$ cat src/rtl/sqtone_pkg.sv
package sqtone_pkg;

    localparam int FREQ_W  = 11;
    localparam int PHASE_W = 5;
    localparam int VOL_W   = 4;
    localparam int RATE_W  = 3;
    localparam int LEN_W   = 6;

    typedef enum logic [1:0] {
        DUTY_EIGHTH  = 2'd0,
        DUTY_QUARTER = 2'd1,
        DUTY_HALF    = 2'd2,
        DUTY_THREEQ  = 2'd3
    } duty_e;

endpackage

$ cat src/rtl/sqtone_wave.sv
module sqtone_wave
    import sqtone_pkg::*;
#(
    parameter int FW = FREQ_W,
    parameter int PW = PHASE_W
) (
    input  logic          clk,
    input  logic          rst_n,
    input  logic          run,
    input  logic          trig,
    input  logic [FW-1:0] trig_freq,
    input  logic [FW-1:0] work_freq,
    input  logic [1:0]    duty,
    output logic          high,
    output logic [PW-1:0] phase
);
    localparam int CW    = FW + 1;
    localparam int STEPS = 1 << PW;
    localparam logic [CW-1:0] SPAN = CW'(1 << FW);
    localparam logic [CW-1:0] ONE  = CW'(1);

    typedef struct packed {
        logic [CW-1:0] cnt;
        logic [PW-1:0] ph;
    } wave_t;

    wave_t         st_q, st_d;
    logic [CW:0]   thr;
    logic [CW-1:0] period;

    always_comb begin
        st_d   = st_q;
        period = SPAN - {1'b0, work_freq};
        if (trig) begin
            st_d.cnt = SPAN - {1'b0, trig_freq};
            st_d.ph  = '0;
        end else if (run) begin
            if (st_q.cnt <= ONE) begin
                st_d.cnt = period;
                st_d.ph  = st_q.ph + 1'b1;
            end else begin
                st_d.cnt = st_q.cnt - ONE;
            end
        end
    end

    always_comb begin
        case (duty_e'(duty))
            DUTY_EIGHTH:  thr = (CW+1)'(STEPS / 8);
            DUTY_QUARTER: thr = (CW+1)'(STEPS / 4);
            DUTY_HALF:    thr = (CW+1)'(STEPS / 2);
            default:      thr = (CW+1)'((3 * STEPS) / 4);
        endcase
    end

    assign high  = ((CW+1)'(st_q.ph) < thr);
    assign phase = st_q.ph;

    always_ff @(posedge clk or negedge rst_n) begin
        if (!rst_n) st_q <= '0;
        else        st_q <= st_d;
    end
endmodule

$ cat src/rtl/sqtone_sweep.sv
module sqtone_sweep
    import sqtone_pkg::*;
#(
    parameter int FW = FREQ_W,
    parameter int RW = RATE_W
) (
    input  logic          clk,
    input  logic          rst_n,
    input  logic          run,
    input  logic          trig,
    input  logic          tick,
    input  logic [FW-1:0] field,
    input  logic [2:0]    shift,
    input  logic          sub,
    input  logic [RW-1:0] rate,
    output logic [FW-1:0] work_freq,
    output logic          ovf
);
    localparam logic [RW-1:0] ONE = RW'(1);

    typedef struct packed {
        logic [FW-1:0] work;
        logic [FW-1:0] seen;
        logic [RW-1:0] cnt;
    } sweep_t;

    sweep_t      st_q, st_d;
    logic [FW-1:0] delta;
    logic [FW:0]   sum;
    logic          fire;

    always_comb begin
        st_d  = st_q;
        delta = st_q.work >> shift;
        sum   = {1'b0, st_q.work} + {1'b0, delta};
        fire  = 1'b0;
        ovf   = 1'b0;
        if (trig) begin
            st_d.work = field;
            st_d.seen = field;
            st_d.cnt  = rate;
        end else begin
            if (run && tick && (rate != '0)) begin
                if (st_q.cnt <= ONE) begin
                    st_d.cnt = rate;
                    fire     = 1'b1;
                end else begin
                    st_d.cnt = st_q.cnt - ONE;
                end
            end
            if (field != st_q.seen) begin
                st_d.work = field;
                st_d.seen = field;
            end else if (fire) begin
                if (sub) begin
                    if (delta <= st_q.work) st_d.work = st_q.work - delta;
                end else if (sum[FW]) begin
                    ovf = 1'b1;
                end else begin
                    st_d.work = sum[FW-1:0];
                end
            end
        end
    end

    assign work_freq = st_q.work;

    always_ff @(posedge clk or negedge rst_n) begin
        if (!rst_n) st_q <= '0;
        else        st_q <= st_d;
    end
endmodule

$ cat src/rtl/sqtone_env.sv
module sqtone_env
    import sqtone_pkg::*;
#(
    parameter int VW = VOL_W,
    parameter int RW = RATE_W
) (
    input  logic          clk,
    input  logic          rst_n,
    input  logic          run,
    input  logic          trig,
    input  logic          tick,
    input  logic [RW-1:0] step,
    input  logic          up,
    input  logic [VW-1:0] init,
    output logic [VW-1:0] vol
);
    localparam logic [RW-1:0] ONE  = RW'(1);
    localparam logic [VW-1:0] VMAX = '1;

    typedef struct packed {
        logic [VW-1:0] lvl;
        logic [RW-1:0] cnt;
    } env_t;

    env_t st_q, st_d;

    always_comb begin
        st_d = st_q;
        if (trig) begin
            st_d.lvl = init;
            st_d.cnt = step;
        end else if (run && tick && (step != '0)) begin
            if (st_q.cnt <= ONE) begin
                st_d.cnt = step;
                if (up) begin
                    if (st_q.lvl != VMAX) st_d.lvl = st_q.lvl + 1'b1;
                end else begin
                    if (st_q.lvl != '0) st_d.lvl = st_q.lvl - 1'b1;
                end
            end else begin
                st_d.cnt = st_q.cnt - ONE;
            end
        end
    end

    assign vol = st_q.lvl;

    always_ff @(posedge clk or negedge rst_n) begin
        if (!rst_n) st_q <= '0;
        else        st_q <= st_d;
    end
endmodule

$ cat src/rtl/sqtone_len.sv
module sqtone_len
    import sqtone_pkg::*;
#(
    parameter int LW = LEN_W
) (
    input  logic          clk,
    input  logic          rst_n,
    input  logic          run,
    input  logic          trig,
    input  logic          tick,
    input  logic          timed,
    input  logic [LW-1:0] len_val,
    output logic          expire
);
    localparam int CW = LW + 1;
    localparam logic [CW-1:0] FULL = CW'(1 << LW);
    localparam logic [CW-1:0] ONE  = CW'(1);

    typedef struct packed {
        logic [CW-1:0] cnt;
    } len_t;

    len_t st_q, st_d;

    always_comb begin
        st_d   = st_q;
        expire = 1'b0;
        if (trig) begin
            st_d.cnt = FULL - {1'b0, len_val};
        end else if (run && timed && tick) begin
            if (st_q.cnt <= ONE) begin
                st_d.cnt = '0;
                expire   = 1'b1;
            end else begin
                st_d.cnt = st_q.cnt - ONE;
            end
        end
    end

    always_ff @(posedge clk or negedge rst_n) begin
        if (!rst_n) st_q <= '0;
        else        st_q <= st_d;
    end
endmodule

$ cat src/rtl/sqtone_chan.sv
module sqtone_chan
    import sqtone_pkg::*;
(
    input  logic                clk,
    input  logic                rst_n,
    input  logic [2:0]          sweep_shift,
    input  logic                sweep_sub,
    input  logic [RATE_W-1:0]   sweep_time,
    input  logic [1:0]          duty,
    input  logic [RATE_W-1:0]   env_step,
    input  logic                env_up,
    input  logic [VOL_W-1:0]    env_init,
    input  logic [LEN_W-1:0]    len_val,
    input  logic [FREQ_W-1:0]   freq,
    input  logic                timed,
    input  logic                trig,
    input  logic                tick64,
    input  logic                tick128,
    input  logic                tick256,
    output logic [VOL_W-1:0]    sample,
    output logic                active
);
    typedef struct packed {
        logic on;
    } chan_t;

    chan_t st_q, st_d;

    logic [FREQ_W-1:0]  work_freq;
    logic [PHASE_W-1:0] phase_w;
    logic [VOL_W-1:0]   vol_w;
    logic               high_w;
    logic               ovf_w;
    logic               expire_w;

    sqtone_sweep #(.FW(FREQ_W), .RW(RATE_W)) sweep_i (
        .clk(clk), .rst_n(rst_n), .run(st_q.on), .trig(trig), .tick(tick128),
        .field(freq), .shift(sweep_shift), .sub(sweep_sub), .rate(sweep_time),
        .work_freq(work_freq), .ovf(ovf_w)
    );

    sqtone_wave #(.FW(FREQ_W), .PW(PHASE_W)) wave_i (
        .clk(clk), .rst_n(rst_n), .run(st_q.on), .trig(trig),
        .trig_freq(freq), .work_freq(work_freq), .duty(duty),
        .high(high_w), .phase(phase_w)
    );

    sqtone_env #(.VW(VOL_W), .RW(RATE_W)) env_i (
        .clk(clk), .rst_n(rst_n), .run(st_q.on), .trig(trig), .tick(tick64),
        .step(env_step), .up(env_up), .init(env_init), .vol(vol_w)
    );

    sqtone_len #(.LW(LEN_W)) len_i (
        .clk(clk), .rst_n(rst_n), .run(st_q.on), .trig(trig), .tick(tick256),
        .timed(timed), .len_val(len_val), .expire(expire_w)
    );

    always_comb begin
        st_d = st_q;
        if (trig)                     st_d.on = 1'b1;
        else if (ovf_w || expire_w)   st_d.on = 1'b0;
    end

    assign active = st_q.on;
    assign sample = (st_q.on && high_w) ? vol_w : '0;

    always_ff @(posedge clk or negedge rst_n) begin
        if (!rst_n) st_q <= '0;
        else        st_q <= st_d;
    end
endmodule

$ cat config.mk
export PLATFORM = sky130hd
export DESIGN_NAME = sqtone_chan
export DESIGN_NICKNAME = d
export VERILOG_FILES = /design/src/rtl/sqtone_pkg.sv /design/src/rtl/sqtone_wave.sv /design/src/rtl/sqtone_sweep.sv /design/src/rtl/sqtone_env.sv /design/src/rtl/sqtone_len.sv /design/src/rtl/sqtone_chan.sv
export SDC_FILE = /design/constraint.sdc
export NUM_CORES = 1
export LEC_CHECK = 0
export BUFFER_PORTS_ARGS = -buffer_cell sky130_fd_sc_hd__buf_4
export CAP_MARGIN = 10
export CELL_PAD_IN_SITES_DETAIL_PLACEMENT = 1
export CELL_PAD_IN_SITES_GLOBAL_PLACEMENT = 1
export CORE_MARGIN = 5
export CORE_UTILIZATION = 49
export DETAILED_ROUTE_END_ITERATION = 8
export PLACE_DENSITY = 0.88
export REMOVE_ABC_BUFFERS = 1
export SETUP_SLACK_MARGIN = 0.1
export SYNTH_ARGS = -nofsm -noshare
export SYNTH_HDL_FRONTEND = slang
export SYNTH_SLANG_ARGS = --single-unit
$ cat constraint.sdc
create_clock -name clk -period 8.6 [get_ports clk]
set_clock_uncertainty 0.15 [all_clocks]
set_input_delay 2.58 -clock clk [delete_from_list [all_inputs] [get_ports clk]]
set_output_delay 2.58 -clock clk [all_outputs]
set_load 0.02 [all_outputs]
Yosys cells after proc, flatten, opt, wreduce, memory -nomap -nowiden
Cells that the tools add are included.
- memory bits (writable): 0
- latch bits: 0
- output and inout bits: 5
- memories kept: 0
- memory bits (read-only): 0
- register bits after elaboration: 57
- div/mod/pow operators: 0
- multiplexer cells: 38
- multiply operators: 0
- shift-type cells: 1
- magnitude comparators: 6
- equality and inequality tests: 7
- bitwise logic cells: 0
- reduce and logical (&&, ||, !) cells: 25
- $add $sub $neg: 12
- operators with widths (cell ; count):
    11-bit two-way mux ; 6
    7-bit two-way mux ; 5
    17-bit two-way mux ; 2
    25-bit two-way mux ; 1
    12-bit by 11-bit subtractor with 12-bit output, first input constant ; 2
    4-bit two-way mux ; 5
    2-bit nonzero test ; 8
    5-bit one-hot mux with 3 select lines ; 1
    1-bit two-way mux ; 13
    11-bit by 11-bit adder with 12-bit output ; 1
    12-bit by 1-bit <= comparator with 1-bit output, second input constant ; 1
    12-bit two-way mux ; 1
    3-bit nonzero test ; 4
    12-bit by 1-bit subtractor with 12-bit output, second input constant ; 1
    11-bit <= comparator ; 1
    11-bit != test ; 1
    11-bit by 3-bit >> shifter with 11-bit output ; 1
    11-bit subtractor ; 1
    3-bit two-way mux ; 3
    4-bit != test, second input constant ; 2
    7-bit by 1-bit <= comparator with 1-bit output, second input constant ; 1
    1-bit logical AND ; 7
    7-bit by 1-bit subtractor with 7-bit output, second input constant ; 1
    7-bit by 6-bit subtractor with 7-bit output, first input constant ; 1
    17 further kinds ; 19

Depth between registers and ports, before layout
- word-level depth: 10
- depth in mapped cells: 15
- mapped depth without buffers: 14

Modules after synthesis
Synthesis repeated with hierarchy kept, for this count alone.
- cells, all modules: 679
- area total of the unflattened synthesis: 5679.2 um2
- modules (own cells, without submodules) (module ; area an instance (um2) ; sequential area each (um2) ; times used ; cells each):
    sqtone_sweep ; 2775.2 ; 625.6 ; 1 ; 327
    sqtone_wave ; 1606.5 ; 425.4 ; 1 ; 201
    sqtone_env ; 659.4 ; 175.2 ; 1 ; 73
    sqtone_len ; 576.8 ; 175.2 ; 1 ; 71
    sqtone_chan ; 61.3 ; 25.0 ; 1 ; 7

Worst setup path before layout
No wires, ideal clock.
- kind: input to output
- from: input duty[0]
- to: output sample[0]
- slack: 2328 ps
- stages: 6
- path buffers: 0
- required time: 5870 ps
- arrival time: 3542 ps
- path through: inv_1 ha_1 o31a_1 o21ai_0 nand3b_1 nor2_1
- cells in the longest elaborated chain, start to end: 5
- elaborated cells between the ends (all ways): 7
- classes of those cells: order compare: 1; eq/ne: 2; mux: 2; reduce/logical: 2
- ends and longest elaborated chain (element ; line ; RTL):
    from (decl) ; sqtone_chan.sv:9 ; input logic [1:0] duty,
    2-bit == test, or another cell as far along ; sqtone_wave.sv:48 ; case (duty_e'(duty))
    5-bit one-hot mux with 3 select lines * ; sqtone_wave.sv:48 ;
    5-bit < comparator * ; sqtone_wave.sv:56 ; assign high = ((CW+1)'(st_q.ph) < thr);
    1-bit logical AND * ; sqtone_chan.sv:65 ; assign sample = (st_q.on && high_w) ? vol_w : '0;
    4-bit two-way mux * ; sqtone_chan.sv:65 ;
    to (decl) ; sqtone_chan.sv:20 ; output logic [VOL_W-1:0] sample,
Every way passes the cells marked *; elsewhere a longest branch is shown, timed or not.

Final worst setup path
- from: input duty[0]
- to: output sample[2]
The elaborated chain is that of the path after synthesis.

==> flow_summary.yaml <==
cts:
  clkSlewWorstSetupHoldPaths_ps: 60
  htree_levels: 3
  cts.sinks: 57
  cts-root-buf: "clkbuf_8"
  postCtsSetupRepairBufs: 0
  tritoncts: "yes"
  cts_buffer_depth: 2
  cts_resized: 0
  hold_buffers: 0
  cts_made_buffers: 9
  worstSkewPairLatency_ps: 360
routing:
  vias: 4794
  wl_microns: 15050
  route.detailed.drc: 0
  drt-initial-drc-count: 294
  via_per_inst: 6.053
  drt-pass1-iter-count: 5
  wl_per_cell_microns: 19.00
  ant_nets: 0
die:
  num_rows: 37
  die_x_microns: 112.4
  dieArea_sq_mm: 0.01263
  core-area_sq_mm: 0.01028
  ios: 46
  initial_utilization_pct: 50.00
  die_h_microns: 112.4
synth:
  synth_top_area_share_pct: 27.76
  ys.flop_type: "dfrtp_1"
  yosysWarnings: 0
  yosys.area.top_type: "dfrtp_1"
  synth_area_leaders: "dfrtp_1, ha_1, xor2_1"
  async_flop_share_pct: 100.0
  syn_area_sq_mm: 0.005139
  synth_edf_count: 0
  ys_types: 66
  postSynthAreaPerCell_sq_um: 8.131
  synth_cells: 632
  seq_area_frac_synth_pct: 27.76
  synth_seq_cells: 57
grt:
  grt_antenna_before_repair: 0
  grt_pass1_wl_microns: 25110
  grt_usage_pct: 24.15
  grt_pass1_vias: 5058
  overflow: 0
  grt_max_degree: 64
power:
  internal_power_w: 0.0006262
  cellPowerDensity_mw_per_mm2: 163.0
  p_sw_w: 0.0003119
  seq_power_share_pct: 34.5
  ir_drop_mv: 0.07938
  pwr-share-comb_pct: 29.7
  p_sw_share_pct: 33.25
  clkPwrFrac_pct: 35.8
  finalPower_w: 0.0009381
  p_leak_nw: 2.654
timing:
  worst_pin_slew_ps: 785.6
  rsz0062_at_grt: "false"
  setup_viol: 0
  slew_headroom_pct: 47.48
  max_freq_mhz: 155.6
  whs_ps: 343.4
  min_period_over_period_pct: 74.73
  slew_violations: 0
  layout_min_cycle_time_ps: 6427
  hold_viol: 0
  tns_ps: 0
status:
  status: "finished, final reports clean"
layout:
  syn_to_final_growth_pct: 11.98
  layout-drive-gt1-share_pct: 12.20
  antenna_cells: 0
  layout_common_cells: "nand2_1, dfrtp_1, nor2_1, buf_4, inv_1"
  final_nets: 733
  layout_commonest_cell: "nand2_1"
critical_path:
  crit_chain: "buf_4 > inv_1 > ha_1 > o31a_1 > o21ai_0 > nand3b_1 > nor2_1 > buf_4"
  cp.required_ps: 5870
  crit_type: "in2out"
  rr_worst_depth: 11
  cp-end-kind: "output port"
  crit_path_max_incr_delay_ps: 280
  slowest_stage: "ha_1"
  startpoint_type: "primary input"
  path_max_fanout: 4
  path_common_cell: "buf_4"
  worstPathArrival_ps: 3700
run:
  max_cap_violations: 0
placed_design:
  port_buffers: 45
  gp_congestion: 0.9258
  dp_hpwl_microns: 10970
worst_hold_path:
  hp-class: "reg2reg"
  hold_path_depth: 2
==> final cells by class <==
cell class / count / area [sq um]
clock buffer: 12 / 165.2
clock inverter: 4 / 97.59
fill: 1285 / 4523
inverter: 45 / 168.9
multi-input combinational: 491 / 3373
sequential: 57 / 1426
tap: 136 / 170.2
timing repair buffer: 47 / 352.8
==> logic make-up after synthesis <==
kind of cell / synth area share [%]
AO/OA/AOI/OAI: 21.84
XOR/XNOR: 8.693
adder cells (fa/ha/maj): 10.42
buffers and inverters: 6.599
flip-flops: 27.76
multiplexers: 5.868
AND/OR/NAND/NOR: 18.82
==> cell usage after synthesis (3+ instances only) <==
master	n
o22ai_1	3
nand3_1	14
mux2_2	3
xnor2_1	25
inv_1	44
a21o_1	9
buf_2	4
nor4_1	10
fa_1	3
o31ai_1	4
nand2_1	60
a31oi_1	8
nand4_1	4
nor3_1	23
dfrtp_1	57
nand3b_1	4
o211ai_1	4
o22a_1	6
a211oi_1	9
mux4_2	3
nor2_1	52
o21a_1	3
a221oi_1	5
or3_1	9
nand2b_1	7
nor2b_1	7
o21ai_0	42
and2_1	3
o21ai_1	6
clkbuf_1	32
mux2i_1	20
and3_1	5
xor2_1	26
ha_1	38
a21oi_1	41
==> routing by layer <==
| metal | wire length (microns) | GRT usage (%) | up-vias |
|---|---|---|---|
| met5 | 0 | 0 | - |
| met2 | 8088 | 45.01 | 108 |
| met3 | 575 | 3.720 | 29 |
| li1 | - | - | 2275 |
| met1 | 6055 | 28.14 | 2382 |
| met4 | 329 | 7.853 | 0 |
==> critical path, delay by kind of cell <==
kind	cells	cell delay, ps
buffers and inverters	3	280
AOI/OAI and AO/OA	2	250
adders and majority gates	1	280
and+or+nand+nor	2	300
==> power groups by stage <==
stage	registers (W)	logic (W)	clock network [W]
global placement	0.000325	0.000258	0
CTS	0.000323	0.000280	0.000338
floorplan	0.000318	0.000186	0
global route	0.000327	0.000311	0.000350
detailed placement	0.000328	0.000274	0
finish	0.000324	0.000279	0.000335
==> registers in the layout (all words and copies together), names as in the netlist <==
| register | count |
|---|---|
| len_i.st_q | 7 |
| active | 1 |
| sweep_i.st_q | 14 |
| wave_i.st_q | 12 |
| sweep_i.work_freq | 11 |
| env_i.st_q | 3 |
| wave_i.phase | 5 |
| env_i.vol | 4 |
==> worst paths after layout <==
| check | slack, ps | from | to |
|---|---|---|---|
| max | 2170 | duty[0] | sample[2] |
| max reg2reg | 4710 | sweep_i.work_freq[3]$_DFFE_PN0P_ | sweep_i.work_freq[8]$_DFFE_PN0P_ |
| max in group asynchronous | 5640 | rst_n | wave_i.st_q[5]$_DFFE_PN0P_ |
| min reg2reg | 340 | sweep_i.st_q[0]$_DFFE_PN0P_ | sweep_i.st_q[0]$_DFFE_PN0P_ |
| min in group asynchronous | 2140 | rst_n | env_i.vol[1]$_DFFE_PN0P_ |
| min | 340 | sweep_i.st_q[0]$_DFFE_PN0P_ | sweep_i.st_q[0]$_DFFE_PN0P_ |
==> stage by stage <==
| stage | setup WS, ps | instances | instance area (sq um) | utilization (%) |
|---|---|---|---|---|
| after global placement | 2254 | 776 | 5492 | 53.43 |
| final | 2173 | 792 | 5754 | 55.99 |
| after detailed placement | 2157 | 776 | 5492 | 53.43 |
| after CTS | 2155 | 792 | 5754 | 55.99 |
| after global routing | 2032 | 792 | 5754 | 55.99 |
| after floorplan | 2294 | 593 | 4969 | - |
Note: power is estimated with default switching activity, not from simulation.
